--- config.mk ---
export PLATFORM = sky130hd
export DESIGN_NAME = dual_limit_watchdog
export DESIGN_NICKNAME = d
export VERILOG_FILES = /design/src/rtl/wdc_pkg.sv /design/src/rtl/wdc_limit_reg.sv /design/src/rtl/wdc_compare_seq.sv /design/src/rtl/dual_limit_watchdog.sv
export SDC_FILE = /design/constraint.sdc
export NUM_CORES = 1
export LEC_CHECK = 0
export BUFFER_PORTS_ARGS = -buffer_cell sky130_fd_sc_hd__buf_2
export CAP_MARGIN = 10
export CELL_PAD_IN_SITES_DETAIL_PLACEMENT = 1
export CELL_PAD_IN_SITES_GLOBAL_PLACEMENT = 1
export CORE_MARGIN = 1.5
export CORE_UTILIZATION = 36
export DETAILED_ROUTE_END_ITERATION = 10
export PLACE_DENSITY = 0.86
export SKIP_CTS_REPAIR_TIMING = 1
export SLEW_MARGIN = 15
export SYNTH_ARGS = -nofsm -noshare
export SYNTH_HDL_FRONTEND = slang
export SYNTH_SLANG_ARGS = --single-unit
--- constraint.sdc ---
create_clock -name clk -period 2 [get_ports clk]
set_input_delay 0.2 -clock clk [delete_from_list [all_inputs] [get_ports clk]]
set_output_delay 0.2 -clock clk [all_outputs]
set_load 0.01 [all_outputs]
--- src/rtl/wdc_pkg.sv ---
package wdc_pkg;
  localparam int MAG_W = 8;
  localparam int VAL_W = MAG_W + 1;

  typedef struct packed {
    logic             dir;
    logic             sgn;
    logic [MAG_W-1:0] mag;
  } wd_limit_t;

  localparam int FIELD_W = $bits(wd_limit_t);

  // Signed compare of the sample against one limit; equality never trips.
  function automatic logic limit_hit(input logic [VAL_W-1:0] smp, input wd_limit_t lim);
    logic signed [VAL_W-1:0] s;
    logic signed [VAL_W-1:0] l;
    s = $signed(smp);
    l = $signed({lim.sgn, lim.mag});
    return lim.dir ? (s > l) : (s < l);
  endfunction
endpackage

--- src/rtl/wdc_limit_reg.sv ---
module wdc_limit_reg
  import wdc_pkg::*;
#(
  parameter int REG_W = 16
) (
  input  logic               clk,
  input  logic               rst_n,
  input  logic               we,
  input  logic [FIELD_W-1:0] wdata,
  output logic [REG_W-1:0]   rdata,
  output wd_limit_t          lim
);
  localparam int PAD_W = REG_W - FIELD_W;

  logic [FIELD_W-1:0] q;

  always_ff @(posedge clk or negedge rst_n) begin
    if (!rst_n)  q <= '0;
    else if (we) q <= wdata;
  end

  assign lim   = wd_limit_t'(q);
  assign rdata = {{PAD_W{1'b0}}, q};

  // the write port lands in the register on the next edge
  a_r1_write_lands: assert property (@(posedge clk) disable iff (!rst_n)
    we |=> (q == $past(wdata)));
endmodule

--- src/rtl/wdc_compare_seq.sv ---
module wdc_compare_seq
  import wdc_pkg::*;
(
  input  logic             clk,
  input  logic             rst_n,
  input  logic             wd_en,
  input  logic             smp_valid,
  input  logic [VAL_W-1:0] smp_data,
  input  wd_limit_t        lim1,
  input  wd_limit_t        lim2,
  input  logic             clr,
  output logic             hit1,
  output logic             hit2,
  output logic             done
);
  logic             ph1, ph2;
  logic [VAL_W-1:0] samp_q;
  logic             busy, accept, hit_now1, hit_now2;

  assign busy     = ph1 | ph2;
  assign accept   = smp_valid & wd_en & ~busy;
  assign hit_now1 = ph1 & limit_hit(samp_q, lim1);
  assign hit_now2 = ph2 & limit_hit(samp_q, lim2);

  always_ff @(posedge clk or negedge rst_n) begin
    if (!rst_n) begin
      ph1    <= 1'b0;
      ph2    <= 1'b0;
      done   <= 1'b0;
      samp_q <= '0;
    end else begin
      ph1  <= accept;
      ph2  <= ph1;
      done <= ph2;
      if (accept) samp_q <= smp_data;
    end
  end

  always_ff @(posedge clk or negedge rst_n) begin
    if (!rst_n) begin
      hit1 <= 1'b0;
      hit2 <= 1'b0;
    end else begin
      if (hit_now1) hit1 <= 1'b1;
      else if (clr) hit1 <= 1'b0;
      if (hit_now2) hit2 <= 1'b1;
      else if (clr) hit2 <= 1'b0;
    end
  end

  a_r5_order: assert property (@(posedge clk) disable iff (!rst_n)
    ph1 |=> ph2);
  a_r6_done_after_second: assert property (@(posedge clk) disable iff (!rst_n)
    ph2 |=> done);
  a_r6_done_single: assert property (@(posedge clk) disable iff (!rst_n)
    done |=> !done);
  a_r7_disabled_ignored: assert property (@(posedge clk) disable iff (!rst_n)
    (smp_valid && !wd_en && !busy) |=> !ph1);
  a_r8_sticky1: assert property (@(posedge clk) disable iff (!rst_n)
    (hit1 && !clr) |=> hit1);
  a_r8_sticky2: assert property (@(posedge clk) disable iff (!rst_n)
    (hit2 && !clr) |=> hit2);
  a_r8_clear1: assert property (@(posedge clk) disable iff (!rst_n)
    (clr && !hit_now1) |=> !hit1);
  a_r8_set_wins: assert property (@(posedge clk) disable iff (!rst_n)
    hit_now2 |=> hit2);
  a_r9_busy_hold: assert property (@(posedge clk) disable iff (!rst_n)
    busy |=> $stable(samp_q));
endmodule

--- src/rtl/dual_limit_watchdog.sv ---
module dual_limit_watchdog
  import wdc_pkg::*;
#(
  parameter int REG_W = 16
) (
  input  logic               clk,
  input  logic               rst_n,
  input  logic               lim1_we,
  input  logic [FIELD_W-1:0] lim1_wdata,
  output logic [REG_W-1:0]   lim1_rdata,
  input  logic               lim2_we,
  input  logic [FIELD_W-1:0] lim2_wdata,
  output logic [REG_W-1:0]   lim2_rdata,
  input  logic               wd_en,
  input  logic               smp_valid,
  input  logic [VAL_W-1:0]   smp_data,
  input  logic               clr,
  output logic               hit1,
  output logic               hit2,
  output logic               irq,
  output logic               done
);
  localparam int N_LIM = 2;

  logic [N_LIM-1:0]               we_v;
  logic [N_LIM-1:0][FIELD_W-1:0]  wd_v;
  logic [N_LIM-1:0][REG_W-1:0]    rd_v;
  wd_limit_t                      lim_v [N_LIM];

  assign we_v = {lim2_we, lim1_we};
  assign wd_v = {lim2_wdata, lim1_wdata};

  for (genvar g = 0; g < N_LIM; g++) begin : g_lim
    wdc_limit_reg #(.REG_W(REG_W)) i_reg (
      .clk   (clk),
      .rst_n (rst_n),
      .we    (we_v[g]),
      .wdata (wd_v[g]),
      .rdata (rd_v[g]),
      .lim   (lim_v[g])
    );
  end

  assign lim1_rdata = rd_v[0];
  assign lim2_rdata = rd_v[1];

  wdc_compare_seq i_seq (
    .clk       (clk),
    .rst_n     (rst_n),
    .wd_en     (wd_en),
    .smp_valid (smp_valid),
    .smp_data  (smp_data),
    .lim1      (lim_v[0]),
    .lim2      (lim_v[1]),
    .clr       (clr),
    .hit1      (hit1),
    .hit2      (hit2),
    .done      (done)
  );

  assign irq = hit1 | hit2;

  // after reset nothing is pending
  a_r10_quiet_after_reset: assert property (@(posedge clk)
    $rose(rst_n) |-> (!irq && !done));
endmodule

==> impl_metrics.env <==
export IMPL_synth_area_sq_um=1800
export IMPL_synth_seq_cells=34
export IMPL_timing_final_crit_share_pct=91.2
export IMPL_viasPerCell=4.64
export IMPL_clkSinkCount=34
export IMPL_failed_checks="negative hold slack"
export IMPL_antenna_cells=0
export IMPL_coreArea_sq_um=4790
export IMPL_drt_iter0_drc=46
export IMPL_dpl_worst_slack_ps=189
export IMPL_cp_start_kind="flip-flop"
export IMPL_endpoint_kind="flip-flop"
export IMPL_power_density_nw_per_um2=863
export IMPL_postLayoutCellArea_sq_um=2220
export IMPL_peakVddDrop_v=0.000310
export IMPL_grt_ovfl_total=0
export IMPL_fin_skew_ps=6.09
export IMPL_hold_viol_final=34
export IMPL_fin_setup_tns_ps=0
export IMPL_grtUsageMet2_pct=28.1
export IMPL_regToRegStartpoint="i_seq.samp_q[4]"
export IMPL_antenna_found_initial=0
export IMPL_drtAntennaViolNets=0
export IMPL_fin_nets=292
export IMPL_start_util_pct=37.7
export IMPL_yosys_warnings=0
export IMPL_place_hpwl_mm=3.25
export IMPL_status="complete, but fails checks"
export IMPL_multi_input_area_sq_um=797
export IMPL_rrSetupSlack_ps=180
export IMPL_fin_hold_ws_ps=-32.1
export IMPL_firstDrtPassIters=3
export IMPL_crit_path_max_fanout=3
export IMPL_fp_dieH_um=73.8
export IMPL_setup_violations=0
export IMPL_numCtsBuffers=5
export IMPL_cts_clk_slew_worst_paths_ps=80
export IMPL_worstRegToRegCells=6
export IMPL_slowest_delay_ps=420
export IMPL_syn_area_per_cell_sq_um=10.2
export IMPL_synth_seq_area_share_pct=47.2
export IMPL_grt_pass1_vias=1448
export IMPL_met3_usage_pct=4.80
export IMPL_dp_cells=298
export IMPL_maxSlewHeadroom_pct=49.7
export IMPL_fp_dieW_um=73.8
export IMPL_crit_slowest_cell="dfrtp_1"
export IMPL_seqCellArea_sq_um=851
export IMPL_hold_path_class="in -> async"
export IMPL_drc=0
export IMPL_cp_arrival_ps=2060
export IMPL_cts_tree="done"
export IMPL_maxCapViolations=0
export IMPL_die_area_sq_um=5440
export IMPL_routedWlPerCell_um=13.2
export IMPL_yosys_area_top_type="dfrtp_1"
export IMPL_fin_ws_ps=176
export IMPL_synth_edff_count=0
export IMPL_cp_top_family="simple AND/OR/NAND/NOR gates"
export IMPL_use_met1_pct=18.8
export IMPL_path_cells="ha_1 > and4_1 > o2bb2ai_1 > or4_1 > nand4b_1 > a22o_1"
export IMPL_clk_latency_ps=290
export IMPL_synth_most_common_cell="dfrtp_1"
export IMPL_grt_pass1_wl_mm=6.53
export IMPL_synth_cell_types=32
export IMPL_ys_top_cells_by_count="dfrtp_1, inv_1, nand2_1, o21ai_0, ha_1"
export IMPL_cp_required_ps=2230
export IMPL_pin_count=72
export IMPL_synth_ff_type="dfrtp_1"
export IMPL_crit_buf_inv=0
export IMPL_worstMarginPinSlew_ps=754
export IMPL_criticalPathCategory="reg -> reg"
export IMPL_drv_slew=0
export IMPL_synth_top_area_share_pct=47.2
export IMPL_fin_cells=306
export IMPL_fill_cells=567
export IMPL_syn_inst=177
export IMPL_area_growth_synth_to_final_pct=22.9
export IMPL_fin_util_pct=46.3
export IMPL_ys_async_sr_fraction_pct=100
export IMPL_num_vias=1419
export IMPL_rsz0062_at_grt="no"
export IMPL_leakage_nw=1.16
export IMPL_reg2reg_to="i_seq.hit2"
export IMPL_period_needed_ps=1820
export IMPL_synth_area_leaders="dfrtp_1, ha_1, mux2_2"
export IMPL_cts_root_buffer="clkbuf_8"
export IMPL_drive_gt1_share_pct=34.7
export IMPL_top_usage_layer="met2"
export IMPL_max_freq_mhz=548
export IMPL_placementRows=25
export IMPL_io_buffers=59
export IMPL_dpl_cell_area_sq_um=2120
export IMPL_track_usage_pct=16.3
export IMPL_drt_total_wl_mm=4.03
export IMPL_htreeDepth=2
export IMPL_grt_max_degree=35
export IMPL_clock_path_buffers=2
export IMPL_gp_congestion=0.772
-- power breakdown --
part / internal, W / switching, W
logic: 0.000246 / 0.000281
registers: 0.000774 / 0.0000681
clock network: 0.000277 / 0.000268
total: 0.00130 / 0.000617
-- kinds of logic after synthesis --
| group | after synthesis | synth area share, % |
|---|---|---|
| buffers and inverters | 40 | 10.9 |
| DFF | 34 | 47.2 |
| and+or+nand+nor | 37 | 9.72 |
| adders and majority gates | 18 | 12.5 |
| other | 1 | 0.208 |
| muxes | 11 | 6.87 |
| AOI/OAI and AO/OA | 35 | 12.1 |
| xor gates and xnor gates | 1 | 0.486 |
-- layer usage --
layer / vias up / wire length [um]
li1: 701 / -
met1: 666 / 1670
met2: 46 / 2040
met3: 6 / 257
met4: 0 / 63
met5: - / 0
-- how the worst max path moves through the flow --
stage	from	slack, ps	to	cells past startpoint
floorplan	g_lim[1].i_reg.lim[6]	290	i_seq.hit2	7
global placement	i_seq.samp_q[2]	230	i_seq.hit2	6
detailed placement	i_seq.samp_q[4]	190	i_seq.hit2	6
CTS	i_seq.samp_q[4]	170	i_seq.hit2	6
global route	i_seq.samp_q[2]	60	i_seq.hit2	6
finish	i_seq.samp_q[4]	180	i_seq.hit2	6
-- cells in the final DEF (no fill, tap or decap) --
| master | n |
|---|---|
| o21ai_0 | 20 |
| ha_1 | 18 |
| mux2_2 | 11 |
| nand4b_1 | 1 |
| clkbuf_8 | 6 |
| o211ai_1 | 2 |
| clkinv_2 | 1 |
| nand3_1 | 2 |
| nand2b_1 | 1 |
| nor3_1 | 1 |
| o21bai_1 | 1 |
| xor2_1 | 1 |
| nand4_1 | 3 |
| inv_1 | 23 |
| a21oi_2 | 1 |
| a21oi_1 | 2 |
| conb_1 | 12 |
| and4_1 | 1 |
| nand2_1 | 22 |
| nor3b_1 | 1 |
| o22ai_1 | 1 |
| o211ai_2 | 1 |
| o2bb2ai_1 | 1 |
| a22o_1 | 1 |
| clkinvlp_4 | 1 |
| or4_1 | 1 |
| or2_2 | 2 |
| a32o_1 | 1 |
| buf_2 | 59 |
| nor2_1 | 2 |
| o2111ai_1 | 1 |
| a211oi_1 | 3 |
| dfrtp_1 | 34 |
| buf_4 | 1 |
-- state kept, by name (all words and copies together), names as in the netlist --
register and flops:
g_lim.i_reg.lim 20, i_seq.done 1, i_seq.hit1 1, i_seq.hit2 1, i_seq.ph1 1, i_seq.ph2 1
i_seq.samp_q 9
-- stage by stage --
stage | power, W | hold WS, ps
5_1_grt | 0.00205 | 33.9
4_1_cts | 0.00195 | -3.38
3_3_place_gp | 0.00135 | 307
6_report | 0.00191 | -32.1
2_1_floorplan | 0.00120 | -95.6
3_5_place_dp | 0.00139 | 323
-- worst reg2reg max path, stage by stage, from the launching register on --
cell	delay (ps)
dfrtp_1	420
ha_1	310
and4_1	220
o2bb2ai_1	130
or4_1	410
nand4b_1	130
a22o_1	130
-- cell type report --
class | count | share of cell area, %
Tap cell | 67 | 3.78
Sequential cell | 34 | 38.4
Inverter | 23 | 3.90
Clock buffer | 6 | 3.73
Timing Repair Buffer | 60 | 13.7
Clock inverter | 2 | 0.565
Multi-Input combinational cell | 114 | 36.0
(Power assumes the default switching activity.)
